===== config.mk =====
export PLATFORM = sky130hd
export DESIGN_NAME = stride_copy_dma
export DESIGN_NICKNAME = d
export VERILOG_FILES = /design/src/rtl/scm_pkg.sv /design/src/rtl/scm_regs.sv /design/src/rtl/scm_walker.sv /design/src/rtl/scm_hold.sv /design/src/rtl/stride_copy_dma.sv
export SDC_FILE = /design/constraint.sdc
export NUM_CORES = 1
export LEC_CHECK = 0
export BUFFER_PORTS_ARGS = -buffer_cell sky130_fd_sc_hd__buf_2
export CAP_MARGIN = 0
export CELL_PAD_IN_SITES_DETAIL_PLACEMENT = 0
export CELL_PAD_IN_SITES_GLOBAL_PLACEMENT = 1
export CORE_UTILIZATION = 45
export DETAILED_ROUTE_END_ITERATION = 12
export PLACE_DENSITY_LB_ADDON = 0.05
export SLEW_MARGIN = 15
export SYNTH_ARGS = -nofsm -noshare
export SYNTH_HDL_FRONTEND = slang
export SYNTH_SLANG_ARGS = --single-unit
export TNS_END_PERCENT = 30

===== constraint.sdc =====
create_clock -name clk -period 6.22 [get_ports clk]
set_input_delay 0.622 -clock clk [delete_from_list [all_inputs] [get_ports clk]]
set_output_delay 0.622 -clock clk [all_outputs]
set_load 0.03 [all_outputs]

===== src/rtl/scm_pkg.sv =====
package scm_pkg;
  localparam int REG_W      = 32;
  localparam int CHUNK_LOG2 = 4;
  localparam int DIM_W      = 16;

  typedef enum logic [2:0] {
    IDX_SRC   = 3'd0,
    IDX_DST   = 3'd1,
    IDX_TOTAL = 3'd2,
    IDX_SDIM  = 3'd3,
    IDX_DDIM  = 3'd4,
    IDX_CTRL  = 3'd5
  } reg_idx_e;

  typedef struct packed {
    logic [DIM_W-1:0] gap;
    logic [DIM_W-1:0] width;
  } dim_t;

  localparam int CTRL_GO   = 0;
  localparam int CTRL_DONE = 8;
  localparam int CTRL_ERR  = 9;
endpackage


===== src/rtl/scm_regs.sv =====
module scm_regs
  import scm_pkg::*;
#(
  parameter int CW = REG_W - CHUNK_LOG2
) (
  input  logic             clk,
  input  logic             rst_n,
  input  logic             cfg_we,
  input  logic [2:0]       cfg_addr,
  input  logic [REG_W-1:0] cfg_wdata,
  output logic [REG_W-1:0] cfg_rdata,
  input  logic             fin,
  output logic             busy,
  output logic             launch,
  output logic             irq,
  output logic [REG_W-1:0] src_base,
  output logic [REG_W-1:0] dst_base,
  output logic [CW-1:0]    chunks,
  output dim_t             sdim,
  output dim_t             ddim
);
  logic [REG_W-1:0] src_q, dst_q, total_q;
  dim_t             sdim_q, ddim_q;
  logic             busy_q, done_q, err_q, irq_q;
  logic             ctrl_wr, go_wr, clr_wr, bad_cfg, empty_cfg;

  assign ctrl_wr   = cfg_we && (cfg_addr == IDX_CTRL) && !busy_q;
  assign go_wr     = ctrl_wr && cfg_wdata[CTRL_GO];
  assign clr_wr    = ctrl_wr && !cfg_wdata[CTRL_GO];
  assign bad_cfg   = (sdim_q.width == '0) || (ddim_q.width == '0) ||
                     (total_q[CHUNK_LOG2-1:0] != '0);
  assign empty_cfg = (total_q[REG_W-1:CHUNK_LOG2] == '0);
  assign launch    = go_wr && !bad_cfg && !empty_cfg;

  always_ff @(posedge clk or negedge rst_n) begin
    if (!rst_n) begin
      src_q   <= '0;
      dst_q   <= '0;
      total_q <= '0;
      sdim_q  <= '0;
      ddim_q  <= '0;
      busy_q  <= 1'b0;
      done_q  <= 1'b0;
      err_q   <= 1'b0;
      irq_q   <= 1'b0;
    end else begin
      irq_q <= 1'b0;
      if (cfg_we && !busy_q) begin
        case (reg_idx_e'(cfg_addr))
          IDX_SRC:   src_q   <= cfg_wdata;
          IDX_DST:   dst_q   <= cfg_wdata;
          IDX_TOTAL: total_q <= cfg_wdata;
          IDX_SDIM:  sdim_q  <= cfg_wdata;
          IDX_DDIM:  ddim_q  <= cfg_wdata;
          default: ;
        endcase
      end
      if (go_wr) begin
        busy_q <= launch;
        done_q <= !launch;
        err_q  <= bad_cfg;
        irq_q  <= !launch;
      end else if (clr_wr) begin
        done_q <= 1'b0;
        err_q  <= 1'b0;
      end
      if (fin) begin
        busy_q <= 1'b0;
        done_q <= 1'b1;
        irq_q  <= 1'b1;
      end
    end
  end

  always_comb begin
    cfg_rdata = '0;
    case (reg_idx_e'(cfg_addr))
      IDX_SRC:   cfg_rdata = src_q;
      IDX_DST:   cfg_rdata = dst_q;
      IDX_TOTAL: cfg_rdata = total_q;
      IDX_SDIM:  cfg_rdata = sdim_q;
      IDX_DDIM:  cfg_rdata = ddim_q;
      IDX_CTRL: begin
        cfg_rdata[CTRL_GO]   = busy_q;
        cfg_rdata[CTRL_DONE] = done_q;
        cfg_rdata[CTRL_ERR]  = err_q;
      end
      default: cfg_rdata = '0;
    endcase
  end

  assign busy     = busy_q;
  assign irq      = irq_q;
  assign src_base = src_q;
  assign dst_base = dst_q;
  assign chunks   = total_q[REG_W-1:CHUNK_LOG2];
  assign sdim     = sdim_q;
  assign ddim     = ddim_q;

  // the pulse only ever accompanies a set done bit
  assert_irq_marks_done_R8: assert property (@(posedge clk) disable iff (!rst_n)
    irq_q |-> done_q);
  // done never rises without the pulse
  assert_done_rise_pulses_R8: assert property (@(posedge clk) disable iff (!rst_n)
    $rose(done_q) |-> irq_q);
  // completion only comes from a running transfer
  assert_fin_while_busy_R7: assert property (@(posedge clk) disable iff (!rst_n)
    fin |-> busy_q);
  // an error never coexists with a running transfer
  assert_err_idle_R9: assert property (@(posedge clk) disable iff (!rst_n)
    err_q |-> !busy_q);
endmodule


===== src/rtl/scm_walker.sv =====
module scm_walker
  import scm_pkg::*;
#(
  parameter int BASE_W = REG_W,
  parameter int AW     = BASE_W + 3
) (
  input  logic              clk,
  input  logic              rst_n,
  input  logic              load,
  input  logic [BASE_W-1:0] base,
  input  dim_t              dim,
  input  logic              step,
  output logic [AW-1:0]     addr
);
  localparam logic [AW-1:0] CHUNK = AW'(1) << CHUNK_LOG2;

  logic [AW-1:0]    addr_q, skip;
  logic [DIM_W-1:0] pos_q, width_q, gap_q;
  logic             line_end;

  assign line_end = (pos_q == width_q - DIM_W'(1));
  assign skip     = (AW'(gap_q) + AW'(1)) << CHUNK_LOG2;

  always_ff @(posedge clk or negedge rst_n) begin
    if (!rst_n) begin
      addr_q  <= '0;
      pos_q   <= '0;
      width_q <= '0;
      gap_q   <= '0;
    end else if (load) begin
      addr_q  <= {base, 3'b000};
      pos_q   <= '0;
      width_q <= dim.width;
      gap_q   <= dim.gap;
    end else if (step) begin
      if (line_end) begin
        addr_q <= addr_q + skip;
        pos_q  <= '0;
      end else begin
        addr_q <= addr_q + CHUNK;
        pos_q  <= pos_q + DIM_W'(1);
      end
    end
  end

  assign addr = addr_q;

  // the position within a line never reaches the line width
  assert_pos_in_line_R3: assert property (@(posedge clk) disable iff (!rst_n)
    (width_q != '0) |-> (pos_q < width_q));
endmodule


===== src/rtl/scm_hold.sv =====
module scm_hold #(
  parameter int W = 128
) (
  input  logic         clk,
  input  logic         rst_n,
  input  logic         load,
  input  logic [W-1:0] din,
  input  logic         unload,
  output logic         full,
  output logic [W-1:0] dout
);
  logic         full_q;
  logic [W-1:0] data_q;

  always_ff @(posedge clk or negedge rst_n) begin
    if (!rst_n) begin
      full_q <= 1'b0;
      data_q <= '0;
    end else begin
      if (load) begin
        full_q <= 1'b1;
        data_q <= din;
      end else if (unload) begin
        full_q <= 1'b0;
      end
    end
  end

  assign full = full_q;
  assign dout = data_q;

  // a chunk is never written over an occupied entry
  assert_no_overflow_R10: assert property (@(posedge clk) disable iff (!rst_n)
    load |-> !full_q);
  assert_no_underflow_R10: assert property (@(posedge clk) disable iff (!rst_n)
    unload |-> full_q);
endmodule


===== src/rtl/stride_copy_dma.sv =====
module stride_copy_dma
  import scm_pkg::*;
#(
  parameter int DATA_W = 128,
  parameter int AW     = REG_W + 3
) (
  input  logic              clk,
  input  logic              rst_n,
  input  logic              cfg_we,
  input  logic [2:0]        cfg_addr,
  input  logic [REG_W-1:0]  cfg_wdata,
  output logic [REG_W-1:0]  cfg_rdata,
  output logic              irq,
  output logic              rd_req_valid,
  input  logic              rd_req_ready,
  output logic [AW-1:0]     rd_req_addr,
  input  logic              rd_data_valid,
  output logic              rd_data_ready,
  input  logic [DATA_W-1:0] rd_data,
  output logic              wr_valid,
  input  logic              wr_ready,
  output logic [AW-1:0]     wr_addr,
  output logic [DATA_W-1:0] wr_data
);
  localparam int CW = REG_W - CHUNK_LOG2;

  logic             busy, launch, fin, full;
  logic [REG_W-1:0] src_base, dst_base;
  logic [CW-1:0]    chunks, n_q, rd_cnt_q, wr_cnt_q;
  dim_t             sdim, ddim;
  logic             rd_pend_q, rd_fire, rd_take, wr_fire;

  scm_regs #(.CW(CW)) u_regs (
    .clk(clk), .rst_n(rst_n), .cfg_we(cfg_we), .cfg_addr(cfg_addr),
    .cfg_wdata(cfg_wdata), .cfg_rdata(cfg_rdata), .fin(fin), .busy(busy),
    .launch(launch), .irq(irq), .src_base(src_base), .dst_base(dst_base),
    .chunks(chunks), .sdim(sdim), .ddim(ddim)
  );

  scm_walker #(.BASE_W(REG_W), .AW(AW)) u_src_walk (
    .clk(clk), .rst_n(rst_n), .load(launch), .base(src_base), .dim(sdim),
    .step(rd_fire), .addr(rd_req_addr)
  );

  scm_walker #(.BASE_W(REG_W), .AW(AW)) u_dst_walk (
    .clk(clk), .rst_n(rst_n), .load(launch), .base(dst_base), .dim(ddim),
    .step(wr_fire), .addr(wr_addr)
  );

  scm_hold #(.W(DATA_W)) u_hold (
    .clk(clk), .rst_n(rst_n), .load(rd_take), .din(rd_data),
    .unload(wr_fire), .full(full), .dout(wr_data)
  );

  assign rd_req_valid  = busy && !rd_pend_q && !full && (rd_cnt_q != n_q);
  assign rd_data_ready = rd_pend_q && !full;
  assign wr_valid      = full;
  assign rd_fire       = rd_req_valid && rd_req_ready;
  assign rd_take       = rd_data_valid && rd_data_ready;
  assign wr_fire       = wr_valid && wr_ready;
  assign fin           = wr_fire && ((wr_cnt_q + CW'(1)) == n_q);

  always_ff @(posedge clk or negedge rst_n) begin
    if (!rst_n) begin
      n_q       <= '0;
      rd_cnt_q  <= '0;
      wr_cnt_q  <= '0;
      rd_pend_q <= 1'b0;
    end else if (launch) begin
      n_q       <= chunks;
      rd_cnt_q  <= '0;
      wr_cnt_q  <= '0;
      rd_pend_q <= 1'b0;
    end else begin
      if (rd_fire) begin
        rd_cnt_q  <= rd_cnt_q + CW'(1);
        rd_pend_q <= 1'b1;
      end else if (rd_take) begin
        rd_pend_q <= 1'b0;
      end
      if (wr_fire) wr_cnt_q <= wr_cnt_q + CW'(1);
    end
  end

  // an unaccepted read request holds its address
  assert_rd_hold_R11: assert property (@(posedge clk) disable iff (!rst_n)
    (rd_req_valid && !rd_req_ready) |=> (rd_req_valid && $stable(rd_req_addr)));
  // an unaccepted write holds address and data
  assert_wr_hold_R11: assert property (@(posedge clk) disable iff (!rst_n)
    (wr_valid && !wr_ready) |=> (wr_valid && $stable(wr_addr) && $stable(wr_data)));
  // reads lead writes by at most one chunk
  assert_in_flight_R10: assert property (@(posedge clk) disable iff (!rst_n)
    (wr_cnt_q <= rd_cnt_q) && ((rd_cnt_q - wr_cnt_q) <= CW'(1)));
  // never more reads than the programmed chunk count
  assert_count_bound_R5: assert property (@(posedge clk) disable iff (!rst_n)
    rd_cnt_q <= n_q);
endmodule


### Word-level counts from Yosys, hierarchy flattened

Index checks and enable logic that the tools add are counted.

* bits of input ports: 169
* register bits after elaboration: 544
* word-level logic and storage cells: 120

* add/sub/neg operators: 12
* equal/unequal tests: 9
* muxes and demuxes: 33
* reduce and logical (&&, ||, !) cells: 41

Operator list (count)
* $mux W35: 6
* $mux W28: 4
* $pmux W22 S5: 1
* $mux W16: 6
* $add A35 B35 Y35: 2
* $add A35 B5 Y35 const B: 2
* $add A28 B1 Y28 const B: 2
* $pmux W7 S5: 1
* $add A16 B1 Y17 const B: 2
* $add A16 B1 Y16 const B: 2
* $eq A16 B16 Y1: 2
* $logic_not A16 Y1: 2
* $sub A16 B1 Y16 const B: 2
* $eq A28 B28 Y1: 1
* $logic_not A28 Y1: 1
* $ne A28 B28 Y1: 1
* $logic_and A1 B1 Y1: 15
* $mux W1: 13
* $pmux W2 S6: 1
* $reduce_and A2 Y1: 5
* $reduce_bool A2 Y1: 5
* $logic_not A1 Y1: 7
* $eq A3 B2 Y1 const B: 2
* $eq A3 B3 Y1 const B: 2
* other kinds (6): 8

### Depth between registers and ports, before layout

* word-level depth: 9
* depth in mapped cells: 22

### Modules after synthesis

Synthesis repeated with hierarchy kept, for this count alone.

* cells, all modules: 2504
* area total of the unflattened synthesis: 28287.1 um^2

By module, submodules not included
* scm_regs: sequential area each 4103.9 um^2, times used 1, area each 7607.3 um^2, cells an instance 539
* scm_walker at u_src_walk: sequential area each 2001.9 um^2, times used 1, area each 5481.5 um^2, cells an instance 600
* scm_walker at u_dst_walk: sequential area each 2001.9 um^2, times used 1, area each 5227.5 um^2, cells an instance 559
* stride_copy_dma: sequential area each 2127.0 um^2, times used 1, area each 5138.7 um^2, cells an instance 533
* scm_hold: sequential area each 3228.1 um^2, times used 1, area each 4832.1 um^2, cells an instance 273

### Worst setup path before layout

Ideal clock, no wire load.

* kind: flip-flop to flip-flop
* from: register u_src_walk.width_q[0]
* to: register u_src_walk.addr_q[23], in the netlist u_src_walk.addr[23]
* arrival: 4.993 ns
* stages on the path, launching flop included: 19
* library setup time: 0.126 ns
* path buffers: 2
* period minus slack after synthesis: 5.119 ns
* slack: 1.101 ns
* data required time: 6.094 ns
* cells stage by stage: dfrtp_1 or4_4 or4_4 or4b_1 o211ai_2 a21oi_2 or3_1 buf_6 buf_6 nor2_1 ha_1 and2_1 a41o_1 a41oi_1 a211oi_1 a211oi_1 or2_2 nor3_1 a221o_1

* longest elaborated chain between the ends: 5

RTL lines
* start: declaration: line scm_walker.sv:18 `logic [DIM_W-1:0] pos_q, width_q, gap_q;`
* start signal: assignment: line scm_walker.sv:33 `width_q <= dim.width;`
* $sub A16 B1 Y16: line scm_walker.sv:21 `assign line_end = (pos_q == width_q - DIM_W'(1));`
* $eq A16 B16 Y1: line scm_walker.sv:21
* $mux W35: line scm_walker.sv:36 `if (line_end) begin`
* $mux W35: line scm_walker.sv:35 `end else if (step) begin`
* $mux W35: line scm_walker.sv:30 `end else if (load) begin`
* end signal: assignment: line scm_walker.sv:31 `addr_q <= {base, 3'b000};`
* end signal: assignment: line scm_walker.sv:37 `addr_q <= addr_q + skip;`
* end signal: assignment: line scm_walker.sv:40 `addr_q <= addr_q + CHUNK;`
* end: declaration: line scm_walker.sv:17 `logic [AW-1:0] addr_q, skip;`

Every way passes these cells. The select of a mux whose other input is x is not followed.
A chain may end at the register's enable or synchronous reset.

### Worst setup path after layout

* from: register u_dst_walk.width_q[4]
* to: register u_dst_walk.addr_q[33], in the netlist u_dst_walk.addr[33]

* longest elaborated chain between the ends: 5

RTL lines (line)
* start: declaration: scm_walker.sv:18
* start signal: assignment: scm_walker.sv:33
* $sub A16 B1 Y16: scm_walker.sv:21
* $eq A16 B16 Y1: scm_walker.sv:21
* $mux W35: scm_walker.sv:36
* $mux W35: scm_walker.sv:35
* $mux W35: scm_walker.sv:30
* end signal: assignment: scm_walker.sv:31
* end signal: assignment: scm_walker.sv:37
* end signal: assignment: scm_walker.sv:40
* end: declaration: scm_walker.sv:17

Every way passes these cells. The select of a mux whose other input is x is not followed.

==> out/metrics.cfg <==
[cells_and_area]
final_common_cell = dfrtp_1
fin_nets = 3293
mostFrequentLayoutCells = 538 x dfrtp_1, 426 x nand2_1, 395 x buf_2
n_antenna_cell = 0
nFillCells = 5576
area_growth_syn_to_layout_pct = 16.6
final_layout_size_suffix_gt1_frac = 0.269

[timing]
max_freq_mhz = 179
rsz0062_at_grt = no
setup_viol = 0
worst_slack_ns = 0.638
relSlewSlack = 0.262
skew_ns = 0.0375
fin_crit_sh = 0.897
setup_tns_ns = 0
tightest_slew_ns = 1.11
maxSlewViolCount = 0
hold_viol = 0
fin_crit_ns = 5.58

[pwr]
power.total_mw = 12.4
p_leak_nw = 15.6
vdd_drop_max_mv = 0.306
power_density_mw_per_mm2 = 383

[synthesis]
synth_seq_cells = 538
ys_top_cells_by_area = dfrtp_1 48%, mux2_2 12%, nand2_1 5.8%
synthDistinctLibCells = 83
ys.flop_type = dfrtp_1
synthCells = 2733
yosys_warnings = 0
synth-edff-count = 0
postSynth.asyncResetShare = 1.00
synth_area_per_cell_um2 = 10.2
synth_top_area_cell = dfrtp_1
seq_area_frac_synth = 0.483
synth_area_mm2 = 0.0279
post-synth-top-area-fraction = 0.483

[routing]
num_vias = 22505
dr.pass1.iters = 5
drcViolationCount = 0
first_iter_violations = 1451
avgRoutedWirePerCell_um = 22.2
ant_nets = 0
viasPerCell = 5.76
routed_wl_mm = 86.5

[grt]
grt_pass1_vias = 22546
grt_pass1_wl_mm = 135
grt_max_degree = 172
overflow = 0
grtUsageTotal = 0.275
antenna_found_initial = 1

[setup_path]
ff2ff_setup_slack_ns = 0.64
required_ns = 6.69
crit_type = reg -> reg
start_kind = flop
arrival_ns = 6.06
r2r_cells = 19
endpoint_kind = flop
cp_max_fo = 17

[floorplan]
die_area_mm2 = 0.0629
core_area_mm2 = 0.0608
die_w_um = 251
start_util = 0.458
die_h_um = 251
row_count = 90
pin_count = 403

[hold_path]
min_path_type = in -> async

[run_status]
status = complete, no violations

[clock_network]
ctsRootBufferMaster = clkbuf_16
clockBufferDepth = 3
post_cts_buffers = 0
clk_latency_ns = 0.65
post_cts_resized = 0
clk_pin_slew_ns = 0.06
cts_sinks = 538
holdBufCountCts = 0
htreeDepth = 2
cts_buffers = 59
cts_tree = built

[place]
gp_congestion = 0.888
io_buffer_count = 396
post-place-ws_ns = 0.698
place_hpwl_mm = 63.8

[flow_run]
max_cap_violations = 0

-- critical path, cell delays in order (launching register included) --
cell and delay [ns]:
dfrtp_1 0.44, or4_1 0.70, nor4_1 0.61, nand3b_1 0.18
xnor2_1 0.17, a2111oi_0 0.54, nand3_1 0.20, buf_4 0.24
inv_1 0.10, and2_1 0.13, ha_1 0.23, a211oi_1 0.36
nor3b_1 0.11, a211oi_1 0.33, a211oi_1 0.20, a21o_1 0.24
a21oi_1 0.18, buf_4 0.22, or3_1 0.13, a31oi_1 0.08
-- cell families after synthesis --
| kind of cell | Yosys count | synth area share |
|---|---|---|
| AOI/OAI and AO/OA | 398 | 0.0938 |
| xor gates and xnor gates | 214 | 0.0673 |
| adders and majority gates | 45 | 0.0207 |
| buffers and inverters | 187 | 0.0267 |
| DFF | 538 | 0.483 |
| muxes | 335 | 0.135 |
| other | 1 | 0.000135 |
| and+or+nand+nor | 1015 | 0.173 |
-- where the power goes --
group	internal [mW]	switching [mW]	total, mW
clock network	1.99	1.49	3.47
registers	4.37	0.878	5.25
logic	1.42	2.29	3.71
-- stage by stage --
step                      area, um^2  std cells   util  hold WS (ns)
after detailed placement       30600       3801  0.503         0.487
after CTS                      32500       3905  0.534        0.0700
after global placement         30600       3801  0.503         0.481
after global routing           32500       3905  0.534        0.0751
after floorplan                27900       2738      -         0.326
final                          32500       3905  0.534       0.00881
-- cell type report --
class | count | area [um^2] | share of cell area
clock buffers | 83 | 1670 | 0.0513
clock inverters | 21 | 234 | 0.00720
inverters | 40 | 150 | 0.00462
multi-input cells | 2013 | 13700 | 0.422
flip-flops and latches | 538 | 13500 | 0.414
well taps | 782 | 978 | 0.0301
repair buffers | 428 | 2280 | 0.0702
-- synth_stat cells (4+ instances only) --
library cell	n
o2111ai_1	6
nor2_1	169
clkbuf_1	114
nand3b_1	6
xnor2_1	118
nand2_1	428
nor3b_1	15
nor3_1	48
a41oi_1	4
buf_1	23
nand2b_1	15
nor4_1	48
nand4_1	38
o311ai_0	6
nor2b_1	19
or4_1	9
ha_1	42
mux2i_1	42
buf_4	7
o21ai_0	152
o211ai_1	8
a2111oi_0	5
a21oi_1	52
nor4b_1	6
and3_1	52
and4_1	17
o31ai_1	7
a22oi_1	12
a21o_1	23
or2_2	7
dfrtp_1	538
o21ai_1	8
o21a_1	5
a211oi_1	14
or3_1	15
inv_1	39
xor2_1	96
a31oi_1	19
mux2_2	290
and2_1	12
a221o_1	36
nand3_1	97
-- routing by layer --
metal | share of wire | GRT usage | up-vias
li1 | - | - | 10380
met1 | 0.44 | 0.380 | 11396
met2 | 0.48 | 0.452 | 622
met3 | 0.055 | 0.0443 | 105
met4 | 0.021 | 0.0675 | 2
met5 | 0.00013 | 0 | -
-- worst paths after layout --
| check | from | end |
|---|---|---|
| setup / recovery | u_dst_walk.width_q[4] | u_dst_walk.addr[33] |
| hold / removal | rst_n | u_dst_walk.pos_q[6] |
| hold reg to reg | u_hold.dout[24] | u_hold.dout[24] |
| min in group clk | rd_data[73] | u_hold.dout[73] |
| setup reg to reg | u_dst_walk.width_q[4] | u_dst_walk.addr[33] |
| max in group asynchronous | rst_n | rd_cnt_q[7] |
-- state kept, by name, indices dropped and copies added (netlist names), 16 cells and up --
register            cells
u_dst_walk.addr        32
rd_cnt_q               28
u_regs.ddim            32
u_dst_walk.gap_q       16
u_regs.total_q         32
u_dst_walk.pos_q       16
wr_cnt_q               28
u_src_walk.width_q     16
u_regs.sdim            32
u_src_walk.gap_q       16
u_src_walk.addr        32
u_regs.dst_base        32
u_dst_walk.width_q     16
u_src_walk.pos_q       16
n_q                    28
u_regs.src_base        32
u_hold.dout           128
Note: power is estimated with default switching activity, not from simulation.
